<file path="src/rtl/sat_pkg.sv">
package sat_pkg;

  typedef enum logic {
    OP_ADD = 1'b0,
    OP_SUB = 1'b1
  } sat_op_e;

  typedef struct packed {
    logic ovf;
    logic sovf;
    logic aovf;
    logic saovf;
  } sat_flags_t;

endpackage

</file>
<file path="src/rtl/sat_arith.sv">
module sat_arith #(
  parameter int W = 32
) (
  input  logic         op_sub,
  input  logic [W-1:0] a,
  input  logic [W-1:0] b,
  output logic [W:0]   exact,
  output logic [W-1:0] clamped,
  output logic         sat_evt,
  output logic         adv_evt
);
  import sat_pkg::*;

  localparam int XW = W + 1;
  localparam logic [W-1:0] POS_LIM = {1'b0, {(W-1){1'b1}}};
  localparam logic [W-1:0] NEG_LIM = {1'b1, {(W-1){1'b0}}};

  function automatic logic [XW-1:0] f_exact(input sat_op_e op,
                                            input logic [W-1:0] x,
                                            input logic [W-1:0] y);
    logic [XW-1:0] xs;
    logic [XW-1:0] ys;
    xs = {x[W-1], x};
    ys = {y[W-1], y};
    return (op == OP_SUB) ? (xs - ys) : (xs + ys);
  endfunction

  function automatic logic f_out_of_range(input logic [XW-1:0] v);
    return v[XW-1] ^ v[XW-2];
  endfunction

  function automatic logic [W-1:0] f_clamp(input logic [XW-1:0] v);
    if (!f_out_of_range(v)) return v[W-1:0];
    return v[XW-1] ? NEG_LIM : POS_LIM;
  endfunction

  function automatic logic f_advance(input logic [XW-1:0] v);
    return v[W-1] ^ v[W-2];
  endfunction

  always_comb begin
    exact   = f_exact(sat_op_e'(op_sub), a, b);
    clamped = f_clamp(exact);
    sat_evt = f_out_of_range(exact);
    adv_evt = f_advance(exact);
  end

endmodule

</file>
<file path="src/rtl/sat_flags.sv">
module sat_flags (
  input  logic                clk,
  input  logic                rst_n,
  input  logic                upd,
  input  logic                clr,
  input  logic                sat_evt,
  input  logic                adv_evt,
  output sat_pkg::sat_flags_t flags
);
  import sat_pkg::*;

  sat_flags_t cur;
  sat_flags_t nxt;

  always_comb begin
    nxt = cur;
    if (upd) begin
      nxt.ovf   = sat_evt;
      nxt.aovf  = adv_evt;
      nxt.sovf  = cur.sovf | sat_evt;
      nxt.saovf = cur.saovf | adv_evt;
    end
    if (clr) begin
      nxt.sovf  = 1'b0;
      nxt.saovf = 1'b0;
    end
  end

  always_ff @(posedge clk or negedge rst_n) begin
    if (!rst_n) cur <= '0;
    else        cur <= nxt;
  end

  assign flags = cur;

endmodule

</file>
<file path="src/rtl/sat_out_stage.sv">
module sat_out_stage #(
  parameter int W = 32
) (
  input  logic         clk,
  input  logic         rst_n,
  input  logic         upd,
  input  logic [W-1:0] d,
  output logic [W-1:0] q,
  output logic         done
);

  always_ff @(posedge clk or negedge rst_n) begin
    if (!rst_n) begin
      q    <= '0;
      done <= 1'b0;
    end else begin
      done <= upd;
      if (upd) q <= d;
    end
  end

endmodule

</file>
<file path="src/rtl/sat_addsub.sv">
module sat_addsub #(
  parameter int DATA_W = 32
) (
  input  logic              clk,
  input  logic              rst_n,
  input  logic              op_valid,
  input  logic              op_sub,
  input  logic [DATA_W-1:0] opnd_a,
  input  logic [DATA_W-1:0] opnd_b,
  input  logic              sticky_clr,
  output logic [DATA_W-1:0] res_q,
  output logic              res_done,
  output logic              flg_ovf,
  output logic              flg_sovf,
  output logic              flg_aovf,
  output logic              flg_saovf
);
  import sat_pkg::*;

  logic [DATA_W:0]   arith_exact;
  logic [DATA_W-1:0] arith_clamped;
  logic              arith_sat;
  logic              arith_adv;
  sat_flags_t        flag_q;

  sat_arith #(.W(DATA_W)) u_arith (
    .op_sub  (op_sub),
    .a       (opnd_a),
    .b       (opnd_b),
    .exact   (arith_exact),
    .clamped (arith_clamped),
    .sat_evt (arith_sat),
    .adv_evt (arith_adv)
  );

  sat_flags u_flags (
    .clk     (clk),
    .rst_n   (rst_n),
    .upd     (op_valid),
    .clr     (sticky_clr),
    .sat_evt (arith_sat),
    .adv_evt (arith_adv),
    .flags   (flag_q)
  );

  sat_out_stage #(.W(DATA_W)) u_out (
    .clk  (clk),
    .rst_n(rst_n),
    .upd  (op_valid),
    .d    (arith_clamped),
    .q    (res_q),
    .done (res_done)
  );

  assign flg_ovf   = flag_q.ovf;
  assign flg_sovf  = flag_q.sovf;
  assign flg_aovf  = flag_q.aovf;
  assign flg_saovf = flag_q.saovf;

endmodule

</file>
<file path="config.mk">
export PLATFORM = sky130hd
export DESIGN_NAME = sat_addsub
export DESIGN_NICKNAME = d
export VERILOG_FILES = /design/src/rtl/sat_pkg.sv /design/src/rtl/sat_arith.sv /design/src/rtl/sat_flags.sv /design/src/rtl/sat_out_stage.sv /design/src/rtl/sat_addsub.sv
export SDC_FILE = /design/constraint.sdc
export NUM_CORES = 1
export LEC_CHECK = 0
export ABC_CLOCK_PERIOD_IN_PS = 1800
export BUFFER_PORTS_ARGS = -buffer_cell sky130_fd_sc_hd__buf_2
export CAP_MARGIN = 10
export CORE_ASPECT_RATIO = 0.8
export CORE_UTILIZATION = 38
export CTS_CLUSTER_DIAMETER = 80
export DETAILED_ROUTE_END_ITERATION = 8
export SYNTH_ARGS = -nofsm -noshare
export SYNTH_HDL_FRONTEND = slang
export SYNTH_SLANG_ARGS = --single-unit
</file>
<file path="constraint.sdc">
create_clock -name clk -period 1.8 [get_ports clk]
set_clock_uncertainty 0.2 [all_clocks]
set_input_delay 0.36 -clock clk [delete_from_list [all_inputs] [get_ports clk]]
set_output_delay 0.36 -clock clk [all_outputs]
set_load 0.01 [all_outputs]
</file>
==> results.md, run 1 <==
- DR WL/cell: 16.54 µm
- Final worst path period share: 262.5%
- Clk slew on worst S/H paths: ~50 ps
- Inst Count DP: roughly 960
- Number of routed nets with antenna violations: 0
- Antenna Cells: 0
- Largest net degree at the start of global routing: 56
- Failing checks: setup timing
- Slew @ Worst Pin: ~570 ps
- DIE HEIGHT: between 90 and 100 µm
- Yosys reg bits: 37
- Slew Limit Fails: 0
- Vias in the first global route: roughly 5,400
- # fillers: approximately 900
- Post-synth EDFFs: 0
- H-tree levels: 2
- Yosys top cell area share: 21.67%
- R2R Setup Slk: a little over 800 ps
- Pwr Density: ~910 nW/µm²
- Finished Core Util: 69.43%
- Syn Area/Cell: 7.685 µm²
- Starting Density: about two fifths
- Hpwl dp: 12.55 mm
- Ys async rst share: 100.0%
- Die Width: ~120 µm
- Area growth syn-to-layout: 76.95%
- Max cap viols: 0
- DP Area: approximately 6500 µm²
- IO Port Bufs: roughly 110
- Clk root buf: clkbuf_16
- Lkg Pwr: about 3.6 nW
- Main synth FF type: dfrtp_1
- Peak Freq: roughly 210 MHz
- Count leader, synth: nor2_1
- Switching fraction of total power: about two fifths
- Synth top area cells: dfrtp_1 22%, ha_1 10%, xnor2_1 8.2%, nor2_1 5.4%, a21oi_1 4.6%
- CP Max Fanout: 4
- DRC viols: 0
- CTS tree: done
- FP Rows: 34
- Fin cells: approximately 1,000
- CTS Buf Count: 5
- Placer Congestion: between 0.9 and 1
- Share of power burned in registers: 20.4%
- Total Routing Usage GR: 27.78%
- Outcome: finished with violations
- Synth Warn #: 0
- Share of cells above drive strength 1: 49.54%
- Post-layout min period: about 4700 ps
- Drt total wl: 16.74 mm
- Overall power: between 6 and 7 mW
- Slew margin rel.: roughly three fifths
- GRT overflow: 0
- Final setup margin: -2924 ps
- IR drop worst, VDD: about 480 µV
- Final Instance Area: between 7000 and 8000 µm²
- Worst hold path cell count: 2
- Final hold slack: between 60 and 70 ps
- Critical Path RT: around 1700 ps
- RSZ-0062 raised after global routing: true
- Clock Power Share: 12.7%
- Ports: approximately 110
- DR vias/cell: between 5 and 6
- Startpoint Class: primary input
- Pre-Repair DR Iteration Count: 5
- Initial antenna violation count: 0
- Syn nets: 660
- Fin nets: about 970
- Netlist cell types: 64
- Die ar.: about 12,000 µm²
- Cells after Synth: about 560
- R2R cell count: 2
- Sequential cell area: approximately 900 µm²
- Final setup viols: 36
- Place WS: -3503 ps
- Final setup TNS: -94,680 ps
- Crit end category: register
- Multi-input gate area: a little under 4000 µm²
- Critical Path AT: between 4000 and 5000 ps
- Synth Cell Area: roughly 4300 µm²
- Setup Crit Path Kind: primary input to register
- Sw power: about 2.8 mW
- Min-Delay Path Class: primary input to register
- Most frequent cells after synthesis: 61 x nor2_1, 52 x nand2_1, 40 x xnor2_1
- CTS Sinks: 37
- Post-synthesis sequential area ratio: between 20% and 30%
- Logic gate share of total power: between 60% and 70%
- Initial DRC Count: roughly 400
- Internal Power: just over 4 mW
- Clock Latency Late Sink: between 200 and 300 ps
- First-pass GRT wire length: around 26 mm
- Via count: ~5,500
- Yosys top cell by area: dfrtp_1
- Core area: 10,890 µm²
- Final Hold Viols: 0
- Clock Path Buffers: 2
## cell usage in the layout, fill, tap and decap left out, types with 4 or more instances in the layout
cell,netlist,layout
o21ai_0,24,18
a31oi_1,30,26
buf_2,2,99
nand2_1,52,51
clkbuf_16,0,5
nor4_4,0,4
buf_6,0,20
nand2b_1,8,7
nand3_1,11,10
a21o_1,21,21
o21ai_1,2,5
dfrtp_1,37,37
nor3b_1,5,5
a21oi_2,1,8
inv_1,13,11
xnor2_1,40,38
a211oi_2,0,4
nor3_1,17,11
nor2_1,61,56
ha_1,34,31
a22o_1,4,4
or3_1,7,4
nand4_1,6,6
or3_4,1,4
a21oi_1,39,29
xor2_1,16,14
buf_4,0,207
and3_1,8,6
o211ai_1,4,4
nor2_4,0,4
nor3_2,1,4
## worst max-delay path, stage by stage
cell and delay (ps):
buf_8 100, nor4_4 280, buf_4 190, and3_4 220
buf_6 120, a21oi_4 60, xnor2_2 150, ha_1 350
buf_6 130, a211oi_2 210, nor2_1 100, a311oi_2 300
buf_4 190, o32ai_4 100, nor3_4 150, xor2_2 120
ha_4 290, inv_1 60, o311a_4 150, buf_4 170
or4_4 440, a2111oi_4 340, a211oi_2 70
## area by class of cell
cell class              instances  share of cell area [%]
clock inverters                 1                 0.06619
well taps                     144                   2.383
flip-flops and latches         37                   12.25
clock buffers                   7                   2.019
multi-input cells             478                   51.00
inverters                      13                  0.7116
repair buffers                332                   31.57
## worst paths after layout
path | startpoint | end
setup / recovery | opnd_b[5] | u_out.q[29]
hold / removal | sticky_clr | u_flags.flags[2]
setup reg to reg | u_out.q[21] | u_out.q[21]
hold reg to reg | u_flags.flags[2] | u_flags.flags[2]
max in group asynchronous | rst_n | u_flags.flags[3]
min in group asynchronous | rst_n | u_out.q[1]
## state kept, by name (all words and copies together), names as in the netlist
register	cells
u_flags.flags	4
u_out.q	32
u_out.done	1
## power by group through the flow
stage	clock network, mW	logic (mW)	registers, mW
floorplan	0	1.79	1.56
global placement	0	3.50	1.39
detailed placement	0	3.56	1.41
CTS	0.884	4.15	1.40
global route	0.917	4.96	1.44
finish	0.876	4.62	1.41
## cells by family after synthesis
logic type	share of synthesized area, %
flip-flops	21.67
AO/OA/AOI/OAI	27.70
adder cells (fa/ha/maj)	10.42
AND/OR/NAND/NOR	24.13
buffers and inverters	3.836
XOR/XNOR	11.48
multiplexers	0.7613
## repair_timing
| item | in CTS | in global routing |
|---|---|---|
| hold buffers | 1 | 0 |
| cloned | 2 | 1 |
| resized for setup | 63 | 58 |
| setup endpoints to repair | 36 | 36 |
| pin swaps | 35 | 49 |
| setup buffers | 39 | 14 |
| hold endpoints to repair | 37 | 0 |
## layer usage
| layer | vias up | part of all wire (%) | track usage [%] |
|---|---|---|---|
| met4 | 0 | 1.0 | 4.843 |
| li1 | 2698 | - | - |
| met3 | 19 | 4.6 | 1.828 |
| met5 | - | 0 | 0 |
| met2 | 203 | 47 | 46.42 |
| met1 | 2607 | 47 | 39.57 |
(Power assumes the default switching activity.)
==> run 2, diff against run 1 <==
--- a/config.mk
+++ b/config.mk
@@ -6,12 +6,14 @@
 export NUM_CORES = 1
 export LEC_CHECK = 0
 export ABC_CLOCK_PERIOD_IN_PS = 1800
-export BUFFER_PORTS_ARGS = -buffer_cell sky130_fd_sc_hd__buf_2
+export BUFFER_PORTS_ARGS = -buffer_cell sky130_fd_sc_hd__buf_4
 export CAP_MARGIN = 10
 export CORE_ASPECT_RATIO = 0.8
 export CORE_UTILIZATION = 38
 export CTS_CLUSTER_DIAMETER = 80
+export CTS_CLUSTER_SIZE = 40
 export DETAILED_ROUTE_END_ITERATION = 8
 export SYNTH_ARGS = -nofsm -noshare
 export SYNTH_HDL_FRONTEND = slang
 export SYNTH_SLANG_ARGS = --single-unit
+export TNS_END_PERCENT = 1
==> run 2 against run 1 <==
Net effect: the flow still finishes with violations (setup timing); first-iteration DRC count fell by 33%; wire length fell by 10%; non-clock buffer count fell by 20; global-route usage fell by 2.1 points; clock-buffer cell count did not move; final cell count fell by 2.3%; largest cell class unchanged; largest power group unchanged.
==> results.md, run 2 (same netlist as run 1, synthesis figures left out) <==
- Max reg flops: 32 (unchanged)
- Ports: 106 (unchanged)
- Antenna Cells: 0 (unchanged)
- Starting Density: 39.23% (unchanged)
- Max cap viols: 0 (unchanged)
- Final setup margin: -2757 ps (+167.0 ps)
- Critical Path RT: 1750 ps (about the same)
- Final setup viols: 36 (unchanged)
- Clk slew on worst S/H paths: 50 ps (about the same)
- Outcome: finished with violations
- Worst path top cell family by delay: simple AND/OR/NAND/NOR gates
- Largest net degree at the start of global routing: 56 (unchanged)
- Fin cells: 989 (-2.3%)
- CTS Buf Count: 5 (unchanged)
- Clock Path Buffers: 2 (unchanged)
- First-pass GRT wire length: 24.45 mm (-7.3%)
- Peak Freq: 219.4 MHz (+3.7%)
- Slew Limit Fails: 0 (unchanged)
- Hpwl dp: 12.32 mm (-1.8%)
- Post-layout min period: 4557 ps (-167.0 ps)
- Clock Latency Late Sink: 270 ps (about the same)
- Commonest non-fill, non-tap cells in the layout: 303 x buf_4, 57 x nor2_1, 51 x nand2_1, 39 x xnor2_1, 37 x dfrtp_1
- IR drop worst, VDD: 515.4 µV (+7.9%)
- CTS Sinks: 37 (unchanged)
- Drt total wl: 15.00 mm (-10%)
- CP Cell Sequence: buf_4, or4_4, or3_4, nor3_2, o21ai_1, xnor2_1, ha_1, a21oi_1, nand2_1, a21o_1, or4b_4, nand3_2, a211oi_2, ha_1, inv_2, o311a_1, or4_1, a2111oi_4, a211oi_1
- Crit end category: register
- Most common cell after layout, fill and taps aside: buf_4
- Overall power: 6.442 mW (-6.6%)
- Setup Crit Path Kind: primary input to register
- Failing checks: setup timing
- DR vias/cell: 5.325 (-2.5%)
- Core area: 10,890 µm² (unchanged)
- Initial antenna violation count: 0 (unchanged)
- R2R cell count: 1 (-1)
- CTS tree: done
- Placer Congestion: 0.9277 (+0.80%)
- Worst hold path cell count: 2 (unchanged)
- Die Width: 120.6 µm (unchanged)
- Number of routed nets with antenna violations: 0 (unchanged)
- Area growth syn-to-layout: 69.75%
- Total Routing Usage GR: 25.64% (-2.1 points)
- Vias in the first global route: 5,068 (-5.3%)
- Final worst path period share: 253.2% (-9.3 points)
- RSZ-0062 raised after global routing: true
- CP max stage cell: or4_1
- DRC viols: 0 (unchanged)
- Slew margin rel.: 57.23% (-4.7 points)
- DIE HEIGHT: 96.85 µm (unchanged)
- Fin nets: 949 (-2.3%)
- Cell mode on critical path: ha_1
- Lkg Pwr: 3.438 nW (-3.4%)
- CP Depth: 19 (-17%)
- GRT overflow: 0 (unchanged)
- Via count: 5,266 (-4.7%)
- Slew @ Worst Pin: 625.4 ps (+55.03 ps)
- Initial DRC Count: 263 (-33%)
- Clk root buf: clkbuf_16
- DR WL/cell: 15.17 µm (-8.3%)
- Die ar.: 11,680 µm² (unchanged)
- Top reg by flops: u_out.q
- Pre-Repair DR Iteration Count: 5 (unchanged)
- WP buf/inv: 2 (-5)
- Worst path max stage delay: 540 ps (+100 ps)
- Share of cells above drive strength 1: 45.56% (-4.0 points)
- FP Rows: 34 (unchanged)
- IO Port Bufs: 105 (unchanged)
- Min-Delay Path Class: primary input to register
- Startpoint Class: primary input
- Final Hold Viols: 0 (unchanged)
- Inst Count DP: 964 (unchanged)
- CP Max Fanout: 5 (+1)
- Finished Core Util: 66.60% (-2.8 points)
- H-tree levels: 2 (unchanged)
- Pwr Density: 888.2 nW/µm² (-2.7%)
- Critical Path AT: 4510 ps (-160 ps)
- Final hold slack: 62.30 ps (-2.737 ps)
[run 2: cell types whose count changed in the layout (fill, tap and decap cells not counted), sizes merged]
cell and delta:
clkinv -1, bufbuf -1, nor2 -2, buf -19
[run 2: final cells by class]
type | instances | area [µm²]
Sequential cell | 37 | 925.9
Inverter | 13 | 53.80
Multi-Input combinational cell | 476 | 3555
Fill cell | 971 | 3637
Clock buffer | 7 | 142.6
Tap cell | 144 | 180.2
Timing Repair Buffer | 312 | 2396
[run 2: power breakdown]
part | leakage [nW] | internal, mW | total, mW | switching, mW
combinational | 2.94 | 2.17 | 4.20 | 2.03
clock | 0.0700 | 0.542 | 0.824 | 0.282
sequential | 0.430 | 1.19 | 1.42 | 0.226
[run 2: path summary, 6_finish.rpt]
path                       slack, ps        startpoint          endpoint
setup / recovery               -2760        opnd_b[25]       u_out.q[29]
hold reg to reg                  290  u_flags.flags[3]  u_flags.flags[3]
setup reg to reg                 790        u_out.q[0]        u_out.q[0]
max in group asynchronous        690             rst_n        u_out.done
min in group asynchronous        380             rst_n        u_out.q[1]
hold / removal                    60        sticky_clr  u_flags.flags[2]
[run 2: through the flow]
step                TNS (ps)  worst slack (ps)  cell area [µm²]
finish                -92920             -2757             7253
floorplan             -95170             -2993             4382
global placement     -106000             -3143             6650
global route          -98590             -2933             7253
CTS                   -91470             -2733             7066
detailed placement   -107870             -3194             6650
[run 2: what timing repair did]
item                                    CTS  global route
endpoints found under the hold margin    37             0
cloned                                    1             0
resized for setup                        42            30
hold buffers                              1             0
pin swaps                                31            26
setup buffers                            10             6
endpoints found under the setup margin   36            36
[run 2: routing by layer]
| layer | vias to the layer above | track usage (%) | part of all wire (%) |
|---|---|---|---|
| li1 | 2644 | - | - |
| met1 | 2463 | 39.11 | 51 |
| met2 | 147 | 40.14 | 44 |
| met3 | 12 | 1.474 | 4.4 |
| met4 | 0 | 3.989 | 1.1 |
| met5 | - | 0 | 0 |
